## src/rtl/spi_byte_pkg.sv

```systemverilog
// Shared constants and types for the byte SPI master.
// Assumes a byte-wide register file. The offsets and bit positions here are the
// software contract and must not change.
package spi_byte_pkg;

    localparam int OFS_MODE = 0;
    localparam int OFS_RX   = 1;
    localparam int OFS_TX   = 2;
    localparam int OFS_CTRL = 3;
    localparam int OFS_STAT = 4;
    localparam int OFS_DIV  = 6;

    localparam int MB_LOOP  = 0;
    localparam int MB_CPOL  = 1;
    localparam int MB_LSB   = 2;
    localparam int MB_EN    = 3;
    localparam int MB_LEAD  = 4;

    localparam int CB_GO    = 0;
    localparam int SB_READY = 0;
    localparam int SB_BUSY  = 1;

    typedef enum logic [1:0] {
        XS_IDLE = 2'd0,
        XS_RUN  = 2'd1,
        XS_TAIL = 2'd2
    } xfer_state_e;

    typedef struct packed {
        logic lead;   // 1: latch on leading edge
        logic lsb;    // 1: LSB first
        logic cpol;   // SCK idle level
        logic loopb;  // internal loopback
    } link_cfg_t;

endpackage

```

## src/rtl/spi_byte_divider.sv

```systemverilog
// Quarter-period tick generator.
// Emits one tick every (limit_i+1) clocks while run_i is high, so four ticks
// make one SCK period. The count restarts whenever run_i is low.
module spi_byte_divider #(
    parameter int DIV_W = 8
) (
    input  logic             clk,
    input  logic             rst_n,
    input  logic             run_i,
    input  logic [DIV_W-1:0] limit_i,
    output logic             tick_o
);

    logic [DIV_W-1:0] cnt_q;

    assign tick_o = run_i && (cnt_q == limit_i);

    // Count system clocks within one quarter period.
    always_ff @(posedge clk) begin
        if (!rst_n || !run_i) begin
            cnt_q <= '0;
        end else if (tick_o) begin
            cnt_q <= '0;
        end else begin
            cnt_q <= cnt_q + 1'b1;
        end
    end

    // with a nonzero divisor, ticks are never back to back.
    a_r6_tick_spacing: assert property (@(posedge clk) disable iff (!rst_n)
        (tick_o && limit_i != '0) |=> !tick_o);

endmodule

```

## src/rtl/spi_byte_shifter.sv

```systemverilog
// Serial engine: runs one byte through four quarter phases per bit.
// Assumes start_i is a single-cycle request. Configuration and divisor are
// latched when a transfer is accepted. Phases 0-1 keep SCK idle and phases 2-3
// drive it active, so the leading edge opens phase 2.
module spi_byte_shifter
    import spi_byte_pkg::*;
#(
    parameter int BITS  = 8,
    parameter int DIV_W = 8
) (
    input  logic             clk,
    input  logic             rst_n,
    input  logic             start_i,
    input  logic             enable_i,
    input  link_cfg_t        cfg_i,
    input  logic [DIV_W-1:0] div_i,
    input  logic [BITS-1:0]  tx_i,
    input  logic             miso_i,
    output logic             sck_o,
    output logic             mosi_o,
    output logic             busy_o,
    output logic             done_o,
    output logic [BITS-1:0]  rx_o
);

    localparam int Q_W = $clog2(BITS * 4);
    localparam logic [Q_W-1:0] Q_LAST = Q_W'(BITS * 4 - 1);

    xfer_state_e      state_q;
    logic [Q_W-1:0]   q_q;
    link_cfg_t        cfg_q;
    logic [DIV_W-1:0] div_q;
    logic [BITS-1:0]  tx_sr;
    logic [BITS-1:0]  rx_sr;
    logic             mosi_q;
    logic             tick;
    logic             accept;
    logic             put_now;
    logic             samp_now;
    logic             in_bit;
    logic [1:0]       phase;
    logic [BITS-1:0]  rx_shifted;

    function automatic logic [BITS-1:0] advance(input logic [BITS-1:0] v, input logic lsb);
        return lsb ? {1'b0, v[BITS-1:1]} : {v[BITS-2:0], 1'b0};
    endfunction

    function automatic logic head(input logic [BITS-1:0] v, input logic lsb);
        return lsb ? v[0] : v[BITS-1];
    endfunction

    spi_byte_divider #(.DIV_W(DIV_W)) u_div (
        .clk     (clk),
        .rst_n   (rst_n),
        .run_i   (state_q == XS_RUN),
        .limit_i (div_q),
        .tick_o  (tick)
    );

    // Decode accept, drive and sample strobes for the current quarter.
    always_comb begin
        phase      = q_q[1:0];
        accept     = start_i && enable_i && (state_q == XS_IDLE);
        put_now    = tick && (cfg_q.lead ? (phase == 2'd3 && q_q != Q_LAST) : (phase == 2'd1));
        samp_now   = tick && (cfg_q.lead ? (phase == 2'd1) : (phase == 2'd3));
        in_bit     = cfg_q.loopb ? mosi_q : miso_i;
        rx_shifted = cfg_q.lsb ? {in_bit, rx_sr[BITS-1:1]} : {rx_sr[BITS-2:0], in_bit};
    end

    // Transfer sequencing, shift registers and the MOSI bit.
    always_ff @(posedge clk) begin
        if (!rst_n) begin
            state_q <= XS_IDLE;
            q_q     <= '0;
            cfg_q   <= '0;
            div_q   <= '0;
            tx_sr   <= '0;
            rx_sr   <= '0;
            mosi_q  <= 1'b0;
        end else begin
            case (state_q)
                XS_IDLE: begin
                    if (accept) begin
                        state_q <= XS_RUN;
                        q_q     <= '0;
                        cfg_q   <= cfg_i;
                        div_q   <= div_i;
                        rx_sr   <= '0;
                        if (cfg_i.lead) begin
                            mosi_q <= head(tx_i, cfg_i.lsb);
                            tx_sr  <= advance(tx_i, cfg_i.lsb);
                        end else begin
                            tx_sr  <= tx_i;
                        end
                    end
                end
                XS_RUN: begin
                    if (tick) begin
                        q_q <= q_q + 1'b1;
                        if (put_now) begin
                            mosi_q <= head(tx_sr, cfg_q.lsb);
                            tx_sr  <= advance(tx_sr, cfg_q.lsb);
                        end
                        if (samp_now) begin
                            rx_sr <= rx_shifted;
                        end
                        if (q_q == Q_LAST) begin
                            state_q <= XS_TAIL;
                        end
                    end
                end
                XS_TAIL: state_q <= XS_IDLE;
                default: state_q <= XS_IDLE;
            endcase
        end
    end

    assign sck_o  = (state_q == XS_IDLE) ? cfg_i.cpol : (cfg_q.cpol ^ q_q[1]);
    assign mosi_o = mosi_q;
    assign busy_o = (state_q != XS_IDLE);
    assign done_o = (state_q == XS_RUN) && tick && (q_q == Q_LAST);
    assign rx_o   = samp_now ? rx_shifted : rx_sr;

    // busy holds exactly one cycle past done.
    a_r8_tail_busy: assert property (@(posedge clk) disable iff (!rst_n)
        done_o |=> (busy_o && !done_o));
    a_r8_busy_drops: assert property (@(posedge clk) disable iff (!rst_n)
        (busy_o && $past(done_o)) |=> !busy_o);

    // a start with the port disabled leaves the engine idle.
    a_r2_disabled_idle: assert property (@(posedge clk) disable iff (!rst_n)
        (state_q == XS_IDLE && start_i && !enable_i) |=> !busy_o);

    // a start during a transfer never rewinds the phase counter.
    a_r10_no_restart: assert property (@(posedge clk) disable iff (!rst_n)
        (state_q == XS_RUN && start_i && !done_o) |=>
        (q_q == $past(q_q) || q_q == $past(q_q) + 1'b1));

    // outside a running transfer MOSI keeps its last bit.
    a_r11_mosi_hold: assert property (@(posedge clk) disable iff (!rst_n)
        (state_q != XS_RUN && !accept) |=> $stable(mosi_o));

endmodule

```

## src/rtl/spi_byte_regs.sv

```systemverilog
// Byte-wide register file: mode, receive, transmit, start, status, divisor.
// Assumes single-cycle strobes. Read data is combinational and the receive
// read side effect lands on the strobe's clock edge. Completion beats a
// simultaneous clearing read.
module spi_byte_regs
    import spi_byte_pkg::*;
#(
    parameter int ADDR_W = 3,
    parameter int BYTE_W = 8,
    parameter int DIV_W  = 8
) (
    input  logic              clk,
    input  logic              rst_n,
    input  logic [ADDR_W-1:0] addr_i,
    input  logic [BYTE_W-1:0] wdata_i,
    input  logic              we_i,
    input  logic              re_i,
    output logic [BYTE_W-1:0] rdata_o,
    input  logic              busy_i,
    input  logic              done_i,
    input  logic [BYTE_W-1:0] rx_i,
    output link_cfg_t         cfg_o,
    output logic              enable_o,
    output logic [DIV_W-1:0]  div_o,
    output logic [BYTE_W-1:0] tx_o,
    output logic              start_o,
    output logic              irq_o
);

    logic [BYTE_W-1:0] mode_q;
    logic [BYTE_W-1:0] tx_q;
    logic [BYTE_W-1:0] rx_q;
    logic [DIV_W-1:0]  div_q;
    logic              ready_q;
    logic              rx_read;

    assign rx_read = re_i && (addr_i == ADDR_W'(OFS_RX));

    // Software-written configuration registers.
    always_ff @(posedge clk) begin
        if (!rst_n) begin
            mode_q <= '0;
            tx_q   <= '0;
            div_q  <= '0;
        end else if (we_i) begin
            case (addr_i)
                ADDR_W'(OFS_MODE): mode_q <= wdata_i;
                ADDR_W'(OFS_TX):   tx_q   <= wdata_i;
                ADDR_W'(OFS_DIV):  div_q  <= DIV_W'(wdata_i);
                default: ;
            endcase
        end
    end

    // Receive byte and ready flag: set on completion, cleared by a data read.
    always_ff @(posedge clk) begin
        if (!rst_n) begin
            rx_q    <= '0;
            ready_q <= 1'b0;
        end else if (done_i) begin
            rx_q    <= rx_i;
            ready_q <= 1'b1;
        end else if (rx_read) begin
            ready_q <= 1'b0;
        end
    end

    // Read multiplexer.
    always_comb begin
        rdata_o = '0;
        case (addr_i)
            ADDR_W'(OFS_MODE): rdata_o = mode_q;
            ADDR_W'(OFS_RX):   rdata_o = rx_q;
            ADDR_W'(OFS_TX):   rdata_o = tx_q;
            ADDR_W'(OFS_STAT): begin
                rdata_o[SB_READY] = ready_q;
                rdata_o[SB_BUSY]  = busy_i;
            end
            ADDR_W'(OFS_DIV):  rdata_o = BYTE_W'(div_q);
            default:           rdata_o = '0;
        endcase
    end

    assign cfg_o    = '{lead: mode_q[MB_LEAD], lsb: mode_q[MB_LSB],
                        cpol: mode_q[MB_CPOL], loopb: mode_q[MB_LOOP]};
    assign enable_o = mode_q[MB_EN];
    assign div_o    = div_q;
    assign tx_o     = tx_q;
    assign start_o  = we_i && (addr_i == ADDR_W'(OFS_CTRL)) && wdata_i[CB_GO];
    assign irq_o    = ready_q;

    // reading the receive byte drops the interrupt unless a byte lands then.
    a_r9_read_clears: assert property (@(posedge clk) disable iff (!rst_n)
        (rx_read && !done_i) |=> !irq_o);

    // completion always raises the interrupt on the next cycle.
    a_r8_done_irq: assert property (@(posedge clk) disable iff (!rst_n)
        done_i |=> irq_o);

endmodule

```

## src/rtl/spi_byte_master.sv

```systemverilog
// Top level: register file plus serial engine for single-byte SPI transfers.
// Assumes software leaves mode and divisor unchanged while busy. Chip select
// is handled outside this block.
module spi_byte_master
    import spi_byte_pkg::*;
#(
    parameter int ADDR_W = 3,
    parameter int BYTE_W = 8,
    parameter int DIV_W  = 8
) (
    input  logic              clk,
    input  logic              rst_n,
    input  logic [ADDR_W-1:0] reg_addr,
    input  logic [BYTE_W-1:0] reg_wdata,
    input  logic              reg_we,
    input  logic              reg_re,
    output logic [BYTE_W-1:0] reg_rdata,
    output logic              irq,
    output logic              sck,
    output logic              mosi,
    input  logic              miso
);

    link_cfg_t         cfg;
    logic              enable;
    logic [DIV_W-1:0]  div;
    logic [BYTE_W-1:0] tx_byte;
    logic [BYTE_W-1:0] rx_byte;
    logic              start;
    logic              busy;
    logic              done;

    spi_byte_regs #(.ADDR_W(ADDR_W), .BYTE_W(BYTE_W), .DIV_W(DIV_W)) u_regs (
        .clk      (clk),
        .rst_n    (rst_n),
        .addr_i   (reg_addr),
        .wdata_i  (reg_wdata),
        .we_i     (reg_we),
        .re_i     (reg_re),
        .rdata_o  (reg_rdata),
        .busy_i   (busy),
        .done_i   (done),
        .rx_i     (rx_byte),
        .cfg_o    (cfg),
        .enable_o (enable),
        .div_o    (div),
        .tx_o     (tx_byte),
        .start_o  (start),
        .irq_o    (irq)
    );

    spi_byte_shifter #(.BITS(BYTE_W), .DIV_W(DIV_W)) u_shift (
        .clk      (clk),
        .rst_n    (rst_n),
        .start_i  (start),
        .enable_i (enable),
        .cfg_i    (cfg),
        .div_i    (div),
        .tx_i     (tx_byte),
        .miso_i   (miso),
        .sck_o    (sck),
        .mosi_o   (mosi),
        .busy_o   (busy),
        .done_o   (done),
        .rx_o     (rx_byte)
    );

endmodule

```

## config.mk

```make
export PLATFORM = sky130hd
export DESIGN_NAME = spi_byte_master
export DESIGN_NICKNAME = d
export VERILOG_FILES = /design/src/rtl/spi_byte_pkg.sv /design/src/rtl/spi_byte_divider.sv /design/src/rtl/spi_byte_shifter.sv /design/src/rtl/spi_byte_regs.sv /design/src/rtl/spi_byte_master.sv
export SDC_FILE = /design/constraint.sdc
export NUM_CORES = 1
export LEC_CHECK = 0
export ABC_AREA = 1
export ABC_CLOCK_PERIOD_IN_PS = 3200
export CAP_MARGIN = 20
export CELL_PAD_IN_SITES_DETAIL_PLACEMENT = 2
export CELL_PAD_IN_SITES_GLOBAL_PLACEMENT = 2
export CORE_ASPECT_RATIO = 0.6
export CORE_MARGIN = 3
export CORE_UTILIZATION = 25
export CTS_BUF_LIST = sky130_fd_sc_hd__clkbuf_4 sky130_fd_sc_hd__clkbuf_8 sky130_fd_sc_hd__clkbuf_16
export CTS_CLUSTER_DIAMETER = 150
export DETAILED_ROUTE_END_ITERATION = 10
export GPL_TIMING_DRIVEN = 0
export PLACE_DENSITY_LB_ADDON = 0.08
export RECOVER_POWER = 50
export SYNTH_ARGS = -nofsm -noshare
export SYNTH_HDL_FRONTEND = slang
export SYNTH_HIERARCHICAL = 1
export SYNTH_SLANG_ARGS = --single-unit
export TNS_END_PERCENT = 5
```

## constraint.sdc

```tcl
create_clock -name clk -period 3.2 [get_ports clk]
set_input_delay 0.48 -clock clk [delete_from_list [all_inputs] [get_ports clk]]
set_output_delay 0.48 -clock clk [all_outputs]
set_load 0.03 [all_outputs]
```

# Yosys cells after proc, flatten, opt, wreduce, memory -nomap -nowiden
# Index checks and enable logic that the tools add are counted.
[op_classes]
n_addsub = 2
muxes = 34
eq_ne = 16
bitwise = 1
n_reduce_logical = 28
[op_table]
columns = ["op", "n"]
rows = [
  ["two-way mux 8 bit", 10],
  ["one-hot mux 8 bit (2 select lines)", 2],
  ["one-hot mux 6 bit (4 select lines)", 1],
  ["two-way mux 1 bit", 12],
  ["logical AND 1 bit", 11],
  ["two-way mux 5 bit", 2],
  ["one-hot mux 2 bit (5 select lines)", 1],
  ["one-hot mux 5 bit (2 select lines)", 1],
  ["adder 8 x 1 -> 8 bit, second input constant", 1],
  ["equality test 8 bit", 1],
  ["!= test 2 x 1 -> 1 bit, second input constant", 4],
  ["AND reduction 2 bit", 4],
  ["equality test 3 x 2 -> 1 bit, second input constant", 2],
  ["equality test 3 bit, second input constant", 2],
  ["two-way mux 2 bit", 3],
  ["AND reduction 3 bit", 2],
  ["nonzero test 2 bit", 3],
  ["adder 5 x 1 -> 5 bit, second input constant", 1],
  ["equality test 5 bit, second input constant", 1],
  ["!= test 5 bit, second input constant", 1],
  ["AND reduction 5 bit", 1],
  ["equality test 2 x 1 -> 1 bit, second input constant", 2],
  ["one-hot mux 2 bit (2 select lines)", 1],
  ["AND reduction 4 bit", 1],
  ["other kinds (10)", 11],
]
[totals]
output_inout_bits = 11
input_bits = 16
register_bits = 77
elab_cells = 97

# Depth between registers and ports, before layout
[logic_depth]
ltp_word = 7
depth_mapped = 14
ltp_nobuf = 13

# By module
# The synthesis kept the hierarchy.
[by_module_without_submodules]
columns = ["mod", "cells_per_inst", "area_per_inst_um2", "seq_area_each_um2", "instances"]
rows = [
  ["spi_byte_shifter", 338, 2105.8, 720.7, 1],
  ["spi_byte_regs", 241, 1629.1, 660.6, 1],
  ["spi_byte_divider", 84, 528.0, 160.2, 1],
]

# Worst setup path before layout
# No wires, ideal clock.
[synth_timing]
path_type = "register -> register"
start = "reg u_shift.state_q[0]"
end = "reg u_regs.rx_q[0]"
path_stages_with_launch = 10
period_less_slack_ps = 2240
arrival_time_ps = 2124
setup_slack_ps = 960
required_time_ps = 3084
path_buffers = 0
setup_time_ps = 116
cell_sequence = "dfxtp_1 -> nand2_2 -> inv_1 -> nand4_1 -> nor3_1 -> nand3_4 -> nor2_1 -> clkinv_1 -> nor2_1 -> nor2_1"
[synth_via]
elab_chain_cells = 4
elab_cells_between_ends = 6
cone_classes = "1 x eq/ne; 1 x mux; 4 x reduce/logical"
[synth_rtl]
columns = ["element", "line", "text"]
rows = [
  ["start: declaration", "spi_byte_shifter.sv:29", "xfer_state_e state_q;"],
  ["start signal: assignment", "spi_byte_shifter.sv:73", "state_q <= XS_IDLE;"],
  ["start signal: assignment", "spi_byte_shifter.sv:84", "state_q <= XS_RUN;"],
  ["start signal: assignment", "spi_byte_shifter.sv:108", "state_q <= XS_TAIL;"],
  ["equality test 2 x 1 -> 1 bit", "spi_byte_shifter.sv:55", ".run_i (state_q == XS_RUN),"],
  ["logical AND 1 bit", "spi_byte_divider.sv:16", "assign tick_o = run_i && (cnt_q == limit_i);"],
  ["named net u_shift.tick", "spi_byte_shifter.sv:36", "logic tick;"],
  ["logical AND 1 bit (2 in series)", "spi_byte_shifter.sv:121", "assign done_o = (state_q == XS_RUN) && tick && (q_q == Q_LAST);"],
  ["named net done", "spi_byte_master.sv:31", "logic done;"],
  ["end signal: assignment", "spi_byte_regs.sv:61", "rx_q <= rx_i;"],
  ["end: declaration", "spi_byte_regs.sv:32", "logic [BYTE_W-1:0] rx_q;"],
]
# The timed path passes the listed nets, and every way through them passes these cells.
# A chain may end at the register's enable or synchronous reset.

# Final worst setup path
[layout_timing]
start = "in reg_addr[2]"
end = "out reg_rdata[7]"
[layout_via]
elab_chain_cells = 2
elab_cells_between_ends = 5
cone_classes = "3 x eq/ne; 1 x mux; 1 x reduce/logical"
[layout_rtl]
columns = ["element", "line", "text"]
rows = [
  ["start: declaration", "spi_byte_master.sv:13", "input logic [ADDR_W-1:0] reg_addr,"],
  ["equality test 3 bit, or another cell as far along", "spi_byte_regs.sv:71", "case (addr_i)"],
  ["one-hot mux 6 bit (4 select lines) *", "spi_byte_regs.sv:71", ""],
  ["end: declaration", "spi_byte_master.sv:17", "output logic [BYTE_W-1:0] reg_rdata,"],
]
# Every way passes the cells marked *; elsewhere a longest branch is shown, timed or not.

==> results by group <==
Cells and area
  – Post-Route Utilization: 0.3125
  – Layout cell share with drive strength beyond 1: 0.08677
  – ANT cells: 0
  – Fin area: 0.005152 mm^2
  – P&R area growth vs syn: 20.87%
  – Fin cells: 931
  – Final nets: 718
  – Commonest cells after routing, fill and taps aside: nand2_1, nor2_1, dfxtp_1
  – Leading cell type in the layout, fill and taps excluded: nand2_1

GRT
  – Gr usage total: 0.1825
  – Number of global-route vias before repair: 4796
  – Congestion Overflow GR: 0
  – First-pass GRT wire length: 26630 um
  – Initial antenna violation count: 0
  – Largest net degree at the start of global routing: 14

Power and ir drop
  – Power per cell area: 459.6 mW/mm^2
  – Sequential share of power: 0.414
  – Peak supply drop: 0.2520 mV
  – Pleak: 2.217 nW
  – Net Sw Frac: 0.2358
  – Switching pwr: 0.5584 mW
  – Internal: 1.810 mW
  – Clk pwr share: 0.526
  – PnR Total Power: 2.368 mW
  – Combinational Power Share: 0.060

Outcome
  – Status: complete, no violations

Synthesis
  – Syn Inst Count: 663
  – Main synth FF type: dfxtp_1
  – Post-synth ARST share: 0
  – Post-synth EDFFs: 0
  – Seq cells post-synth: 77
  – Cell variety after synth: 34
  – Seq/Total Area, Yosys: 0.3616
  – Net Count, Synth: 683
  – Mean Syn Cell Area: 6.430 um^2
  – Synth Cell Area: 0.004263 mm^2
  – Yosys warnings: 6

Clock network
  – CTS buffer count: 9
  – Total clock sinks: 77
  – Postcts setup bufs: 0
  – CTS clk-pin slew, worst paths: 0.07 ns
  – Clock latency on the worst-skew pair: 0.34 ns
  – Clk Tree Root Cell: clkbuf_16
  – H-tree Lvls: 3
  – Clk buf depth: 2
  – CTS tree: done
  – # hold bufs at CTS: 0

Placement
  – Routability Congestion: 0.8045
  – Placed Area: 0.004788 mm^2
  – DP Wirelength: 13030 um
  – Placed cells: 915
  – Pre-CTS setup slack: -0.1940 ns
  – PortBufs: 24

STA
  – Final Hold Vio Count: 0
  – Setup TNS: 0 ns
  – Worst clock skew: 0.008606 ns
  – Slew HR: 0.4929
  – PnR worst setup slack: 0.1370 ns
  – RSZ-0062 raised after global routing: no
  – Final worst-path cycle share: 0.9572
  – Hold Slack: 0.4755 ns
  – Fmax: 326.5 MHz
  – Minimum clock period: 3.063 ns
  – Max-slew violations: 0
  – Setup violators final: 0
  – Least-Margin Pin Slew: 0.7607 ns

Die
  – Die Y-Extent: 107.1 um
  – Area of the core: 0.01649 mm^2
  – Initial Utilization: 0.2586
  – I/O pin total: 27
  – Row cnt: 36
  – Die width: 174.6 um
  – Die area: 0.01871 mm^2

Worst setup path
  – Worst Reg-to-Reg Cells: 9
  – Crit start category: input pin
  – Worst Path Max Fanout: 10
  – R2R Path Start: u_shift/state_q[0]
  – CP required: 2.72 ns
  – Reg2reg end: u_regs/rx_q[6]
  – R2R setup slack: 0.32 ns
  – Critical path class: in2out
  – Crit end category: output port
  – CP arrival: 2.58 ns

Worst hold path
  – Hold path depth: 2
  – Hold path start: u_regs/mode_q[6]
  – Hold crit path type: reg2reg
  – WHS Endpoint: u_regs/mode_q[6]

Route
  – Post-route DRC: 0
  – Post-detailed-route count of antenna-violating nets: 0
  – Via density: 4.729
  – Iter 0 DRT Violations: 207
  – Average wire per standard cell: 17.74 um
  – Total wire length: 16520 um
  – Via Count: 4403
  – TritonRoute pass-1 iters: 4

Flow run
  – Max_cap viols: 0
cells by family (layout without fill, tap and decap cells):
logic type	count (synthesis)	count (layout)	share of synthesized area
AOI/OAI and AO/OA	73	73	0.08776
xor gates and xnor gates	8	8	0.01644
and+or+nand+nor	401	401	0.4194
buffers and inverters	100	140	0.1030
DFF	77	77	0.3616
adders and majority gates	4	4	0.01174
metal layers:
layer / share of wire / vias to the layer above / global-route usage
li1: - / 2187 / -
met1: 0.55 / 2150 / 0.2701
met2: 0.41 / 55 / 0.2804
met3: 0.029 / 11 / 0.03079
met4: 0.0079 / 0 / 0.03185
met5: 0 / - / 0
worst max-delay path by stage:
stage / slack (ns) / cells past startpoint / endpoint / startpoint
2_1_floorplan: 0.96 / 9 / u_regs/rx_q[0] / u_shift/state_q[0]
3_3_place_gp: -0.11 / 9 / u_regs/rx_q[6] / u_shift/state_q[0]
3_5_place_dp: -0.19 / 9 / u_regs/rx_q[2] / u_shift/state_q[0]
4_1_cts: 0.006 / 10 / u_regs/rx_q[6] / u_shift/state_q[0]
5_1_grt: 0.006 / 8 / reg_rdata[7] / reg_addr[2]
6_report: 0.14 / 8 / reg_rdata[7] / reg_addr[2]
power groups by stage:
stage	Sequential (mW)	Clock (mW)	Combinational (mW)
2_1_floorplan	0.996	0	0.0816
3_3_place_gp	1.00	0	0.139
3_5_place_dp	1.00	0	0.143
4_1_cts	0.980	1.28	0.143
5_1_grt	0.981	1.32	0.158
6_report	0.980	1.25	0.142
layout make-up:
| cell class | instances | area [um^2] |
|---|---|---|
| multi-input combinational | 486 | 2277 |
| inverter | 71 | 271.5 |
| clock inverter | 5 | 107.6 |
| sequential | 77 | 1541 |
| timing repair buffer | 24 | 252.7 |
| tap | 228 | 285.3 |
| clock buffer | 11 | 246.5 |
| buffer | 29 | 170.2 |
| fill | 2004 | 11330 |
sequential cells by signal, indices dropped and copies added (netlist names):
| name | cells |
|---|---|
| u_shift/div_q | 8 |
| u_shift/cfg_q | 4 |
| u_shift/mosi_o | 1 |
| u_shift/state_q | 2 |
| u_shift/tx_sr | 8 |
| u_regs/tx_o | 8 |
| u_regs/mode_q | 8 |
| u_regs/rx_q | 8 |
| u_regs/div_o | 8 |
| u_shift/rx_sr | 8 |
| u_shift/u_div/cnt_q | 8 |
| u_regs/irq_o | 1 |
| u_shift/q_q | 5 |
synthesized netlist by cell type, types with 2 or more instances:
cell type	number	area share
xor2_1	6	0.012
nand3_1	69	0.081
o21ai_0	33	0.039
inv_1	62	0.055
nand2_1	166	0.15
ha_1	4	0.012
a21oi_1	35	0.041
buf_4	6	0.011
and2_1	8	0.012
nand3_2	3	0.0070
nor3_1	5	0.0059
clkinv_1	4	0.0035
nand2_4	3	0.0079
buf_6	3	0.0079
nor2_1	107	0.094
dfxtp_1	77	0.36
xnor2_1	2	0.0041
nand2_2	2	0.0029
buf_2	11	0.013
nor2_2	5	0.0073
inv_2	4	0.0035
o21ai_1	2	0.0023
nor3_2	2	0.0047
clkbuf_1	9	0.0079
nand4_1	25	0.037
nor2_4	2	0.0053
worst max-delay path, cell delays in order:
cell,delay (ns)
clkdlybuf4s50_1,0.53
inv_2,0.12
buf_2,0.22
nand3_2,0.16
inv_1,0.22
nand2_1,0.09
nand4_1,0.09
clkdlybuf4s50_1,0.67
timing repair:
action,CTS,global route
resized for setup,2,11
endpoints found under the setup margin,14,20
pin swaps,0,0
Note: power is estimated with default switching activity, not from simulation.
